## config.mk

```make
export PLATFORM = sky130hd
export DESIGN_NAME = uart_tx_fifo
export DESIGN_NICKNAME = d
export VERILOG_FILES = /design/src/rtl/uart_txq_pkg.sv /design/src/rtl/txq_mem.sv /design/src/rtl/txq_level.sv /design/src/rtl/txq_events.sv /design/src/rtl/uart_tx_fifo.sv
export SDC_FILE = /design/constraint.sdc
export NUM_CORES = 1
export LEC_CHECK = 0
export ABC_AREA = 1
export BUFFER_PORTS_ARGS = -buffer_cell sky130_fd_sc_hd__buf_2
export CORE_MARGIN = 8
export CORE_UTILIZATION = 65
export DETAILED_ROUTE_END_ITERATION = 12
export PLACE_DENSITY = 0.83
export SYNTH_ARGS = -nofsm -noshare
export SYNTH_HDL_FRONTEND = slang
export SYNTH_SLANG_ARGS = --single-unit
```

## constraint.sdc

```tcl
create_clock -name clk_i -period 8.7 [get_ports clk_i]
set_input_delay 1.305 -clock clk_i [delete_from_list [all_inputs] [get_ports clk_i]]
set_output_delay 1.305 -clock clk_i [all_outputs]
set_load 0.01 [all_outputs]
```

## src/rtl/uart_txq_pkg.sv

```systemverilog
package uart_txq_pkg;

  // Encoded threshold select to fill level
  function automatic int unsigned thr_decode(input logic [2:0] sel, input int unsigned depth);
    int unsigned r;
    if (sel == 3'd0)      r = 1;
    else if (sel[2])      r = depth - 2;
    else                  r = 1 << (int'(sel) + 1);
    return r;
  endfunction

endpackage

```

## src/rtl/txq_mem.sv

```systemverilog
module txq_mem #(
  parameter int unsigned DEPTH = 32,
  parameter int unsigned DW    = 8,
  localparam int unsigned AW   = $clog2(DEPTH)
) (
  input  logic          clk_i,
  input  logic          rst_ni,
  input  logic          push_i,
  input  logic          pop_i,
  input  logic          flush_i,
  input  logic [DW-1:0] wdata_i,
  output logic [DW-1:0] head_o
);

  logic [DW-1:0] mem_q [DEPTH];
  logic [AW-1:0] wptr_q, rptr_q, wptr_inc, rptr_inc;

  generate
    if ((1 << AW) == DEPTH) begin : g_pow2
      assign wptr_inc = wptr_q + 1'b1;
      assign rptr_inc = rptr_q + 1'b1;
    end else begin : g_wrap
      assign wptr_inc = (wptr_q == AW'(DEPTH-1)) ? '0 : wptr_q + 1'b1;
      assign rptr_inc = (rptr_q == AW'(DEPTH-1)) ? '0 : rptr_q + 1'b1;
    end
  endgenerate

  always_ff @(posedge clk_i or negedge rst_ni) begin
    if (!rst_ni) begin
      wptr_q <= '0;
      rptr_q <= '0;
    end else if (flush_i) begin
      wptr_q <= '0;
      rptr_q <= '0;
    end else begin
      if (push_i) wptr_q <= wptr_inc;
      if (pop_i)  rptr_q <= rptr_inc;
    end
  end

  always_ff @(posedge clk_i) begin
    if (push_i) mem_q[wptr_q] <= wdata_i;
  end

  assign head_o = mem_q[rptr_q];

  // a pop without flush always advances the read side
  p_rptr_adv_r1: assert property (@(posedge clk_i) disable iff (!rst_ni)
    (pop_i && !flush_i) |=> (rptr_q != $past(rptr_q)));

endmodule

```

## src/rtl/txq_level.sv

```systemverilog
module txq_level #(
  parameter int unsigned DEPTH = 32,
  localparam int unsigned LW   = $clog2(DEPTH+1)
) (
  input  logic          clk_i,
  input  logic          rst_ni,
  input  logic          push_i,
  input  logic          pop_i,
  input  logic          flush_i,
  output logic [LW-1:0] level_o,
  output logic [LW-1:0] level_nxt_o,
  output logic          full_o,
  output logic          empty_o
);

  logic [LW-1:0] level_q;

  always_comb begin
    level_nxt_o = level_q;
    if (flush_i) level_nxt_o = '0;
    else begin
      unique case ({push_i, pop_i})
        2'b10:   level_nxt_o = level_q + 1'b1;
        2'b01:   level_nxt_o = level_q - 1'b1;
        default: level_nxt_o = level_q;
      endcase
    end
  end

  always_ff @(posedge clk_i or negedge rst_ni) begin
    if (!rst_ni) level_q <= '0;
    else         level_q <= level_nxt_o;
  end

  assign level_o = level_q;
  assign full_o  = (level_q == LW'(DEPTH));
  assign empty_o = (level_q == '0);

  p_bound_r3: assert property (@(posedge clk_i) disable iff (!rst_ni)
    level_q <= LW'(DEPTH));

  p_pushpop_r5: assert property (@(posedge clk_i) disable iff (!rst_ni)
    (push_i && pop_i && !flush_i) |=> $stable(level_q));

  p_flush_r11: assert property (@(posedge clk_i) disable iff (!rst_ni)
    flush_i |=> (level_q == '0));

endmodule

```

## src/rtl/txq_events.sv

```systemverilog
module txq_events #(
  parameter int unsigned DEPTH = 32,
  localparam int unsigned LW   = $clog2(DEPTH+1)
) (
  input  logic          clk_i,
  input  logic          rst_ni,
  input  logic          push_i,
  input  logic          drop_i,
  input  logic          flush_i,
  input  logic [LW-1:0] level_i,
  input  logic [LW-1:0] level_nxt_i,
  input  logic [LW-1:0] thr_i,
  output logic          wmark_o,
  output logic          empty_evt_o,
  output logic          ovf_evt_o
);

  logic wmark_q, empty_evt_q, ovf_evt_q;

  always_ff @(posedge clk_i or negedge rst_ni) begin
    if (!rst_ni) begin
      wmark_q     <= 1'b0;
      empty_evt_q <= 1'b0;
      ovf_evt_q   <= 1'b0;
    end else begin
      if (flush_i || level_nxt_i < thr_i) wmark_q <= 1'b0;
      else if (push_i)                    wmark_q <= 1'b1;
      // drain to zero by transmission only
      empty_evt_q <= !flush_i && level_i != '0 && level_nxt_i == '0;
      ovf_evt_q   <= drop_i;
    end
  end

  assign wmark_o     = wmark_q;
  assign empty_evt_o = empty_evt_q;
  assign ovf_evt_o   = ovf_evt_q;

  p_wmark_set_r8: assert property (@(posedge clk_i) disable iff (!rst_ni)
    $rose(wmark_q) |-> $past(push_i));

  p_empty_evt_r10: assert property (@(posedge clk_i) disable iff (!rst_ni)
    empty_evt_q |-> (level_i == '0 && $past(level_i) == LW'(1)));

  p_no_overflow_r2: assert property (@(posedge clk_i) disable iff (!rst_ni)
    ovf_evt_q |-> (level_i == $past(level_i)));

endmodule

```

## src/rtl/uart_tx_fifo.sv

```systemverilog
module uart_tx_fifo #(
  parameter int unsigned DEPTH = 32,
  parameter int unsigned DW    = 8,
  localparam int unsigned LW   = $clog2(DEPTH+1)
) (
  input  logic          clk_i,
  input  logic          rst_ni,
  input  logic          wr_en_i,
  input  logic [DW-1:0] wr_byte_i,
  input  logic [2:0]    thr_sel_i,
  input  logic          flush_i,
  input  logic          tx_en_i,
  input  logic          ready_i,
  output logic [DW-1:0] head_o,
  output logic          head_valid_o,
  output logic [LW-1:0] level_o,
  output logic          full_o,
  output logic          empty_o,
  output logic          wmark_o,
  output logic          empty_evt_o,
  output logic          ovf_evt_o
);

  logic          push, pop, drop;
  logic [LW-1:0] level_nxt, thr;

  assign thr          = LW'(uart_txq_pkg::thr_decode(thr_sel_i, DEPTH));
  assign head_valid_o = tx_en_i && !empty_o;
  assign pop          = head_valid_o && ready_i && !flush_i;
  assign push         = wr_en_i && !flush_i && (!full_o || pop);
  assign drop         = wr_en_i && !flush_i && full_o && !pop;

  txq_mem #(.DEPTH(DEPTH), .DW(DW)) u_mem (
    .clk_i   (clk_i),
    .rst_ni  (rst_ni),
    .push_i  (push),
    .pop_i   (pop),
    .flush_i (flush_i),
    .wdata_i (wr_byte_i),
    .head_o  (head_o)
  );

  txq_level #(.DEPTH(DEPTH)) u_level (
    .clk_i       (clk_i),
    .rst_ni      (rst_ni),
    .push_i      (push),
    .pop_i       (pop),
    .flush_i     (flush_i),
    .level_o     (level_o),
    .level_nxt_o (level_nxt),
    .full_o      (full_o),
    .empty_o     (empty_o)
  );

  txq_events #(.DEPTH(DEPTH)) u_events (
    .clk_i       (clk_i),
    .rst_ni      (rst_ni),
    .push_i      (push),
    .drop_i      (drop),
    .flush_i     (flush_i),
    .level_i     (level_o),
    .level_nxt_i (level_nxt),
    .thr_i       (thr),
    .wmark_o     (wmark_o),
    .empty_evt_o (empty_evt_o),
    .ovf_evt_o   (ovf_evt_o)
  );

  p_tx_gate_r6: assert property (@(posedge clk_i) disable iff (!rst_ni)
    (!tx_en_i && !wr_en_i && !flush_i) |=> $stable(level_o));

endmodule

```

==> impl_table.tex, run 1 <==
\begin{tabular}{lr}
\hline
Metric & Value \\
\hline
\multicolumn{2}{l}{\textbf{Outcome}} \\
Result of the run & finished clean \\
\multicolumn{2}{l}{\textbf{Floorplan}} \\
Std-Cell Core Area & 17200 sq um \\
Count of pins on the block boundary & 37 \\
Initial Util & 0.662 \\
Die Span Y & 148 um \\
Floorplan die area & 22000 sq um \\
Num rows & 48 \\
Die extent in x & 148 um \\
\multicolumn{2}{l}{\textbf{Power}} \\
Switching Share & 0.229 \\
Part of the total power dissipated in combinational logic & 0.073 \\
Total net switching power & 627 uW \\
Worst VDD drop & 0.000129 V \\
Leakage & 0.00434 uW \\
Ratio of total power to cell area & 220 nW/um\^{}2 \\
Clock network fraction of design power & 0.390 \\
Reg power frac & 0.537 \\
Cell internal pwr & 2120 uW \\
\multicolumn{2}{l}{\textbf{Clocking}} \\
Clk pin slew, worst setup/hold paths & 0.06 ns \\
Worst-skew pair later-pin latency & 0.54 ns \\
Number of buffers created by CTS & 27 \\
Clock tree from TritonCTS & done \\
Master cell of the clock root buffer & clkbuf\_16 \\
Count of clock tree sinks & 275 \\
Post-CTS Hold Buffers & 0 \\
Number of instances resized during post-cts repair & 0 \\
Setup bufs post-CTS & 0 \\
H-tree depth reported by CTS & 1 \\
Buffers from clock root to sink, at most & 3 \\
\multicolumn{2}{l}{\textbf{Logic synthesis}} \\
Portion of the post-synthesis area used by sequential elements & 0.716 \\
Asr flop ratio synth & 0.0691 \\
Dominant cell by count in the synthesized netlist & edfxtp\_1 \\
Synthesized instance count & 928 \\
Number of flops mapped to enable cells by yosys & 256 \\
Most used flip-flop cell after synthesis & edfxtp\_1 \\
Top cells by instance count after synthesis & edfxtp\_1 (256), nor2\_1 (178), o21ai\_0 (134) \\
Cell type with the largest total area after synthesis & edfxtp\_1 \\
Post-synthesis register bit count & 275 \\
Synth top area cells & edfxtp\_1 (67\%), o21ai\_0 (5.9\%), nor2\_1 (5.9\%) \\
Top cell type's share of synthesized area & 0.674 \\
Combined area of all synthesized cells & 11400 sq um \\
Synthesis Warnings & 0 \\
Synthesized netlist net count & 960 \\
Number of library cell types mapped by synthesis & 36 \\
Mean instance size in the synthesized netlist & 12.3 sq um \\
\multicolumn{2}{l}{\textbf{Route}} \\
DRC violation total after the first TritonRoute iteration & 1191 \\
Average wire per standard cell & 23.0 um \\
Total number of vias & 7832 \\
Total wire length after detailed routing & 27400 um \\
Count of nets left with antenna violations after detail routing & 0 \\
DRC violation count after routing & 0 \\
Router iterations before antenna repair & 6 \\
Routed vias/inst & 6.58 \\
\multicolumn{2}{l}{\textbf{Setup path}} \\
Startpoint of the most critical register-to-register path & u\_level.level\_o[0] \\
Required time of the worst setup path & 7.39 ns \\
Maximum fanout count along the critical path & 96 \\
Critical Path Source & u\_mem.rptr\_q[0] \\
Data arrival time of the critical path & 3.66 ns \\
Reg-to-reg setup timing slack & 5.24 ns \\
WS Path Type & register to primary output \\
Number of cell instances on the worst register-to-register path & 22 \\
Worst Setup End Kind & primary output \\
Reg2Reg Capture Point & u\_events.wmark\_o \\
Critical path startpoint category & register \\
\multicolumn{2}{l}{\textbf{Layout}} \\
Layout overhead on the synthesized area & 9.50\% \\
Share of post-route cells with drive strength above 1 & 0.0911 \\
Diode insertion count for antenna repair & 0 \\
Total Nets Final & 980 \\
Count of placed standard cells in the final layout, fillers left out & 1191 \\
\multicolumn{2}{l}{\textbf{Global routing}} \\
Number of global-route vias before repair & 7707 \\
Initial antenna violation count & 0 \\
Overflow left after global routing & 0 \\
First-pass GRT wire length & 42600 um \\
Global Route Usage Sum & 0.251 \\
Pin count of the biggest net entering global routing & 97 \\
\multicolumn{2}{l}{\textbf{STA}} \\
Summed negative setup slack over all endpoints & 0 ns \\
Unrepaired setup endpoints after global routing & no \\
Slew Limit Headroom & 0.328 \\
Total of endpoints with negative setup slack in the final report & 0 \\
Post-layout minimum cycle time & 4.96 ns \\
Ratio of final minimum period to clock period & 0.570 \\
Max-slew violation total from the final report & 0 \\
Fin. Hold Viols & 0 \\
Fmax & 202 MHz \\
Clock Skew & 0.0164 ns \\
Slew at the pin closest to its max-slew limit & 1.00 ns \\
\multicolumn{2}{l}{\textbf{Min path}} \\
Number of stages on the worst hold path & 2 \\
Startpoint of the lowest-slack hold path & u\_events.wmark\_o \\
Terminating pin of the worst hold path & u\_events.wmark\_o \\
Classification of the worst-slack hold path & register to register \\
\multicolumn{2}{l}{\textbf{Place}} \\
Placed wire-length estimate after detailed placement & 16100 um \\
Placed Cells & 1144 \\
Weighted congestion at the end of routability-driven global placement & 0.788 \\
Number of buffers inserted by port buffering & 36 \\
\multicolumn{2}{l}{\textbf{Run}} \\
Max capacitance violation total & 0 \\
\hline
\end{tabular}
-- registers in the layout (all words and copies together) (netlist names) --
| signal | count |
|---|---|
| u_events.empty_evt_o | 1 |
| u_level.level_o | 6 |
| u_events.wmark_o | 1 |
| u_mem.rptr_q | 5 |
| u_mem.wptr_q | 5 |
| u_mem.mem_q | 256 |
| u_events.ovf_evt_o | 1 |
-- worst max-delay path, stage by stage, from the launching register on --
cell,delay (ns)
dfrtp_4,0.74
clkinv_2,0.51
buf_4,0.53
o21ai_0,0.37
o221ai_1,0.21
o211ai_1,0.14
nand3_1,0.16
o21ai_1,0.16
inv_1,0.07
buf_2,0.14
-- how the worst max path moves through the flow --
stage	to	slack, ns	depth (start not counted)
after floorplan	u_events.wmark_o	5.09	19
after CTS	head_o[6]	3.82	9
after global routing	head_o[6]	3.57	9
after global placement	head_o[2]	4.51	9
after detailed placement	head_o[2]	4.46	9
final	head_o[6]	3.74	9
-- cell usage in the layout (no fill, tap or decap), drive strengths merged --
master  netlist  final
a211oi        1      1
a21o          1      1
a21oi         8      8
buf          19     43
bufinv        0      1
clkbuf       33     38
clkinv        3     11
conb          1      1
dfrtp        19     19
edfxtp      256    256
fa            1      1
ha           14     14
inv          39     39
nand2        71     71
nand3        39     39
nand3b        2      2
nand4         9      9
nor2        181    181
nor3          3      3
o211ai        6      6
o21ai       149    149
o221ai       26     26
o22ai        40     40
or2           3      3
xnor2         2      2
xor2          2      2
-- logic make-up after synthesis --
kind of cell,after synthesis,share of synthesized area
flops,275,0.716
fa+ha+maj,15,0.0171
other cells,1,0.000329
xor+xnor,4,0.00307
simple gates,308,0.114
buf+inv,94,0.0338
compound gates,231,0.116
-- through the flow --
| stage | cell area, sq um | setup slack, ns | utilization | total power [uW] | hold WS, ns |
|---|---|---|---|---|---|
| finish | 12500 | 3.74 | 0.724 | 2740 | 0.567 |
| global route | 12500 | 3.57 | 0.724 | 2810 | 0.591 |
| CTS | 12500 | 3.82 | 0.724 | 2740 | 0.585 |
| detailed placement | 11700 | 4.46 | 0.678 | 1700 | 0.553 |
| global placement | 11700 | 4.51 | 0.678 | 1690 | 0.560 |
| floorplan | 11400 | 5.09 | - | 1620 | 0.534 |
-- layer usage --
metal	GRT usage	share of wire	up-vias
li1	-	-	3436
met1	0.334	0.38	3788
met2	0.409	0.49	533
met3	0.0419	0.10	75
met4	0.0918	0.028	0
met5	0	0	-
-- layout make-up --
cell class | count | area [sq um]
Tap cell | 225 | 282
Fill cell | 1059 | 4750
Timing Repair Buffer | 43 | 233
Inverter | 42 | 159
Clock buffer | 38 | 717
Clock inverter | 9 | 73.8
Sequential cell | 275 | 8170
Multi-Input combinational cell | 559 | 2850
-- power by group through the flow --
| stage | clock network [uW] | logic [uW] | registers (uW) |
|---|---|---|---|
| after floorplan | 0 | 127 | 1490 |
| after global placement | 0 | 190 | 1500 |
| after detailed placement | 0 | 196 | 1500 |
| after CTS | 1070 | 199 | 1470 |
| after global routing | 1120 | 220 | 1470 |
| final | 1070 | 200 | 1470 |
(Power assumes the default switching activity.)
==> run 2, diff against run 1 <==
- CORE_UTILIZATION: 65 -> 56
- PLACE_DENSITY: 0.83 -> 0.76
- clock period: 8.7 -> 4 ns (I/O delays scaled with it)
==> run 2 against run 1 <==
Net effect:
- critical path depth down 1
- final cell count is 4.6% higher
- setup slack got worse by 3.2 ns
- power is 130% higher
- combinational power increased by 120%
- via count down 4.1%
- worst hold slack got worse by 0.20 ns
- global-route usage decreased by 4.4 points
==> impl_table.tex, run 2 (synthesized netlist as in run 1, its figures left out) <==
\begin{tabular}{lr}
\hline
Metric & Value \\
\hline
\multicolumn{2}{l}{\textbf{Outcome}} \\
Result of the run & finished clean \\
\multicolumn{2}{l}{\textbf{Clocking}} \\
H-tree depth reported by CTS & 1 \\
Count of clock tree sinks & 275 \\
Buffers from clock root to sink, at most & 3 \\
Clock tree from TritonCTS & done \\
Worst-skew pair later-pin latency & 0.54 ns \\
Number of buffers created by CTS & 28 \\
Number of instances resized during post-cts repair & 0 \\
Master cell of the clock root buffer & clkbuf\_16 \\
Clk pin slew, worst setup/hold paths & 0.06 ns \\
\multicolumn{2}{l}{\textbf{Layout}} \\
Total Nets Final & 987 \\
Register with the most flip-flops & u\_mem.mem\_q \\
Layout overhead on the synthesized area & 11.8\% \\
Layout filler cell count & 1437 \\
Most common cell after layout, fill and taps aside & edfxtp\_1 \\
Share of post-route cells with drive strength above 1 & 0.109 \\
Highest-count cells in the layout ignoring fill and taps & edfxtp\_1 (256), nor2\_1 (178), o21ai\_0 (134) \\
Diode insertion count for antenna repair & 0 \\
Area of the multi-input gates & 2850 sq um \\
Final core area utilization & 0.634 \\
Max reg flops & 256 \\
Count of placed standard cells in the final layout, fillers left out & 1246 \\
Register Area & 8170 sq um \\
\multicolumn{2}{l}{\textbf{Run}} \\
Max capacitance violation total & 0 \\
\multicolumn{2}{l}{\textbf{Setup path}} \\
Number of buffer and inverter instances along the worst setup path & 3 \\
Critical Path Source & u\_mem.rptr\_q[0] \\
Reg-to-reg setup timing slack & 0.68 ns \\
Number of cell instances on the worst register-to-register path & 22 \\
Capturing element of the worst setup path & head\_o[0] \\
Critical path startpoint category & register \\
WS Path Type & register to primary output \\
Worst Setup End Kind & primary output \\
Largest delay contributor family on the critical path & compound AO/OA/AOI/OAI gates \\
Required time of the worst setup path & 3.40 ns \\
Biggest cell delay along the critical path & 0.55 ns \\
Cell breakdown of the critical path & buf\_4 > o21ai\_0 > o221ai\_1 > o211ai\_1 > nand3\_1 > o21ai\_1 > inv\_1 > buf\_2 \\
Maximum fanout count along the critical path & 58 \\
Critical-path cell with the highest stage delay & dfrtp\_4 \\
Data arrival time of the critical path & 2.83 ns \\
Startpoint of the most critical register-to-register path & u\_level.level\_o[1] \\
Reg2Reg Capture Point & u\_events.wmark\_o \\
Crit. path cell count & 8 \\
\multicolumn{2}{l}{\textbf{Place}} \\
Number of buffers inserted by port buffering & 36 \\
Placed Cells & 1194 \\
Placed wire-length estimate after detailed placement & 15000 um \\
Setup slack after placement & 0.659 ns \\
Weighted congestion at the end of routability-driven global placement & 0.806 \\
\multicolumn{2}{l}{\textbf{Route}} \\
DRC violation count after routing & 0 \\
Average wire per standard cell & 20.6 um \\
Total number of vias & 7511 \\
Total wire length after detailed routing & 25600 um \\
Router iterations before antenna repair & 7 \\
Routed vias/inst & 6.03 \\
DRC violation total after the first TritonRoute iteration & 898 \\
Count of nets left with antenna violations after detail routing & 0 \\
\multicolumn{2}{l}{\textbf{STA}} \\
Max-slew violation total from the final report & 0 \\
Post-layout minimum cycle time & 3.43 ns \\
Ratio of final minimum period to clock period & 0.858 \\
Min setup slack post-route & 0.568 ns \\
Fin. Hold Viols & 0 \\
Total of endpoints with negative setup slack in the final report & 0 \\
Slew Limit Headroom & 0.408 \\
Clock Skew & 0.00810 ns \\
Fmax & 291 MHz \\
Unrepaired setup endpoints after global routing & no \\
Slew at the pin closest to its max-slew limit & 0.884 ns \\
Summed negative setup slack over all endpoints & 0 ns \\
\multicolumn{2}{l}{\textbf{Power}} \\
Worst VDD drop & 0.000304 V \\
Ratio of total power to cell area & 492 nW/um\^{}2 \\
Leakage & 0.00446 uW \\
\multicolumn{2}{l}{\textbf{Floorplan}} \\
Floorplan die area & 25200 sq um \\
Std-Cell Core Area & 20100 sq um \\
Count of pins on the block boundary & 37 \\
Die extent in x & 159 um \\
Num rows & 52 \\
Initial Util & 0.567 \\
Die Span Y & 159 um \\
\multicolumn{2}{l}{\textbf{Global routing}} \\
Number of global-route vias before repair & 7285 \\
Initial antenna violation count & 0 \\
Overflow left after global routing & 0 \\
First-pass GRT wire length & 39800 um \\
Pin count of the biggest net entering global routing & 67 \\
Global Route Usage Sum & 0.207 \\
\multicolumn{2}{l}{\textbf{Min path}} \\
Classification of the worst-slack hold path & input port to register \\
\hline
\end{tabular}
## run 2: stage by stage
step	hold slack (ns)	power [uW]	instance area (sq um)
floorplan	0.304	3520	11400
global placement	0.547	3680	11800
detailed placement	0.563	3690	11800
CTS	0.349	6290	12700
global route	0.369	6440	12700
finish	0.370	6270	12700
## run 2: layout make-up
cell class              instances  share of cell area
repair buffers                 49              0.0230
flip-flops and latches        275               0.641
multi-input cells             559               0.224
well taps                     270              0.0265
clock buffers                  30              0.0556
inverters                      42              0.0125
clock inverters                21              0.0178
## run 2: timing repair
action / 4_1_cts / 5_1_grt
buffers inserted: 0 / 0
hold endpoints to repair: 19 / 0
hold buffers: 1 / 0
## run 2: power by group
group / switching [uW] / total (uW) / internal [uW]
Combinational: 318 / 448 / 130
Clock: 1090 / 2630 / 1550
Sequential: 21.0 / 3190 / 3170
## run 2: how the worst min path moves through the flow
stage / startpoint / end / slack (ns) / cells past startpoint
final: flush_i / u_events.ovf_evt_o / 0.37 / 2
after global routing: flush_i / u_events.ovf_evt_o / 0.37 / 2
after CTS: flush_i / u_events.ovf_evt_o / 0.35 / 2
after detailed placement: rst_ni / u_events.empty_evt_o / 0.56 / 1
after global placement: u_events.wmark_o / u_events.wmark_o / 0.55 / 2
after floorplan: rst_ni / u_events.empty_evt_o / 0.30 / 0
## run 2: worst register-to-register path, cell delays in order (launching register included)
cell	delay (ns)
dfrtp_1	0.44
nor2_2	0.17
nand3_2	0.15
nand3_4	0.13
nor2_4	0.06
nand2_4	0.08
inv_1	0.10
ha_1	0.34
a21oi_1	0.15
nand2_1	0.09
nand2_1	0.07
nand2_1	0.05
a21o_1	0.16
o21ai_0	0.25
nand2_1	0.08
nand2_1	0.07
nand3_1	0.08
inv_1	0.09
ha_1	0.24
nand2_1	0.09
nor2_1	0.05
a211oi_1	0.16
a21oi_1	0.10
## run 2: per-layer routing
| metal | global-route usage | wire (um) | up-vias |
|---|---|---|---|
| met4 | 0.0849 | 812 | 0 |
| li1 | - | - | 3447 |
| met2 | 0.338 | 12400 | 409 |
| met1 | 0.273 | 10000 | 3595 |
| met5 | 0 | 0 | - |
| met3 | 0.0320 | 2400 | 60 |
==> run 3, diff against run 2 <==
- CTS_BUF_LIST: unset -> sky130_fd_sc_hd__clkbuf_16
==> run 3 against run 2 <==
Net effect:
- global-route usage unchanged
- final area unchanged
- via count down 0.52%
- final cell count unchanged
- die area unchanged
- power down 0.10%
- combinational power about the same
- critical path depth unchanged
- sequential power about the same
- count of clock-buffer cells in the layout down 2
- largest cell class unchanged
- highest routed layer unchanged
==> impl_table.tex, run 3 (synthesized netlist as in run 1, its figures left out) <==
\begin{tabular}{lr}
\hline
Metric & Value \\
\hline
\multicolumn{2}{l}{\textbf{Outcome}} \\
Result of the run & finished clean \\
\multicolumn{2}{l}{\textbf{STA}} \\
Clock Skew & 0.00805 ns \\
Post-layout minimum cycle time & 3.42 ns \\
Fin. Hold Viols & 0 \\
Slew at the pin closest to its max-slew limit & 0.894 ns \\
Fmax & 292 MHz \\
Min setup slack post-route & 0.578 ns \\
Ratio of final minimum period to clock period & 0.855 \\
Unrepaired setup endpoints after global routing & no \\
Slew Limit Headroom & 0.402 \\
Summed negative setup slack over all endpoints & 0 ns \\
Max-slew violation total from the final report & 0 \\
Total of endpoints with negative setup slack in the final report & 0 \\
\multicolumn{2}{l}{\textbf{Setup path}} \\
WS Path Type & register to primary output \\
Maximum fanout count along the critical path & 58 \\
Worst Setup End Kind & primary output \\
Data arrival time of the critical path & 2.82 ns \\
Required time of the worst setup path & 3.40 ns \\
Critical path startpoint category & register \\
\multicolumn{2}{l}{\textbf{Place}} \\
Placed standard-cell area & 11800 sq um \\
Placed wire-length estimate after detailed placement & 15000 um \\
Setup slack after placement & 0.659 ns \\
Placed Cells & 1194 \\
Weighted congestion at the end of routability-driven global placement & 0.806 \\
Number of buffers inserted by port buffering & 36 \\
\multicolumn{2}{l}{\textbf{Layout}} \\
Total Nets Final & 987 \\
Highest-count cells in the layout ignoring fill and taps & edfxtp\_1 (256), nor2\_1 (178), o21ai\_0 (134) \\
Share of post-route cells with drive strength above 1 & 0.109 \\
Register Area & 8170 sq um \\
Max reg flops & 256 \\
Area of the multi-input gates & 2850 sq um \\
Layout overhead on the synthesized area & 11.8\% \\
Final Instance Area & 12700 sq um \\
Register with the most flip-flops & u\_mem.mem\_q \\
Most common cell after layout, fill and taps aside & edfxtp\_1 \\
Layout filler cell count & 1437 \\
Count of placed standard cells in the final layout, fillers left out & 1246 \\
Diode insertion count for antenna repair & 0 \\
\multicolumn{2}{l}{\textbf{Floorplan}} \\
Die extent in x & 159 um \\
Std-Cell Core Area & 20100 sq um \\
Initial Util & 0.567 \\
Count of pins on the block boundary & 37 \\
Die Span Y & 159 um \\
Floorplan die area & 25200 sq um \\
Num rows & 52 \\
\multicolumn{2}{l}{\textbf{Power}} \\
Leakage & 0.00446 uW \\
Ratio of total power to cell area & 491 nW/um\^{}2 \\
Worst VDD drop & 0.000306 V \\
Power consumption & 6260 uW \\
\multicolumn{2}{l}{\textbf{Route}} \\
DRC violation total after the first TritonRoute iteration & 844 \\
Total number of vias & 7472 \\
Routed vias/inst & 6.00 \\
Average wire per standard cell & 20.6 um \\
Count of nets left with antenna violations after detail routing & 0 \\
DRC violation count after routing & 0 \\
Router iterations before antenna repair & 5 \\
Total wire length after detailed routing & 25700 um \\
\multicolumn{2}{l}{\textbf{Clocking}} \\
Number of instances resized during post-cts repair & 0 \\
Clock tree from TritonCTS & done \\
H-tree depth reported by CTS & 1 \\
Setup bufs post-CTS & 0 \\
Worst-skew pair later-pin latency & 0.54 ns \\
Number of buffers created by CTS & 28 \\
Post-CTS Hold Buffers & 1 \\
Clk pin slew, worst setup/hold paths & 0.06 ns \\
Master cell of the clock root buffer & clkbuf\_16 \\
Buffers from clock root to sink, at most & 3 \\
Count of clock tree sinks & 275 \\
\multicolumn{2}{l}{\textbf{Global routing}} \\
Overflow left after global routing & 0 \\
Number of global-route vias before repair & 7285 \\
First-pass GRT wire length & 39800 um \\
Global-route layer with the greatest usage & met2 \\
Met3 GRT Util & 0.0320 \\
Initial antenna violation count & 0 \\
Met1 GRT Util & 0.273 \\
Global Route Usage Sum & 0.207 \\
GR met2 Demand/Resource & 0.338 \\
Pin count of the biggest net entering global routing & 67 \\
\multicolumn{2}{l}{\textbf{Run}} \\
Max capacitance violation total & 0 \\
\multicolumn{2}{l}{\textbf{Min path}} \\
Classification of the worst-slack hold path & input port to register \\
\hline
\end{tabular}
## run 3: changes by cell type in the layout (fill, tap and decap cells not counted)
cell and delta:
clkbuf_1 -2, inv_1 +2
## run 3: final cells by class
cell class / count / share of cell area
flip-flops and latches: 275 / 0.641
inverters: 42 / 0.0125
multi-input cells: 559 / 0.224
clock inverters: 23 / 0.0184
repair buffers: 49 / 0.0230
clock buffers: 28 / 0.0550
well taps: 270 / 0.0265
## run 3: per-stage QoR
step | hold slack [ns] | util
6_report | 0.368 | 0.634
5_1_grt | 0.369 | 0.634
4_1_cts | 0.349 | 0.634
3_5_place_dp | 0.563 | 0.587
3_3_place_gp | 0.547 | 0.587
2_1_floorplan | 0.304 | -
## run 3: final timing paths
path / startpoint / endpoint / slack [ns] / depth (start not counted)
worst max-delay path: u_mem.rptr_q[0] / head_o[0] / 0.58 / 8
worst min-delay path: flush_i / u_events.ovf_evt_o / 0.37 / 2
worst max register to register: u_level.level_o[1] / u_events.wmark_o / 0.68 / 22
worst min register to register: u_events.wmark_o / u_events.wmark_o / 0.60 / 2
max in group asynchronous: rst_ni / u_mem.rptr_q[0] / 3.13 / 2
min in group asynchronous: rst_ni / u_events.wmark_o / 0.53 / 2
## run 3: power by group
part	leakage, uW	internal, uW	total, uW	switching, uW
Combinational	0.00144	130	448	319
Clock	0.000469	1540	2620	1080
Sequential	0.00256	3170	3190	21.0
## run 3: worst max-delay path, stage by stage, from the launching register on
cell and delay, ns:
dfrtp_4 0.55, buf_4 0.51, o21ai_0 0.21, o221ai_1 0.28, o211ai_1 0.20, nand3_1 0.20, o21ai_1 0.11, inv_1 0.07
buf_2 0.12
## run 3: per-layer routing
layer,part of all wire,vias to the layer above
li1,-,3445
met1,0.40,3588
met2,0.48,383
met3,0.084,56
met4,0.032,0
met5,0,-
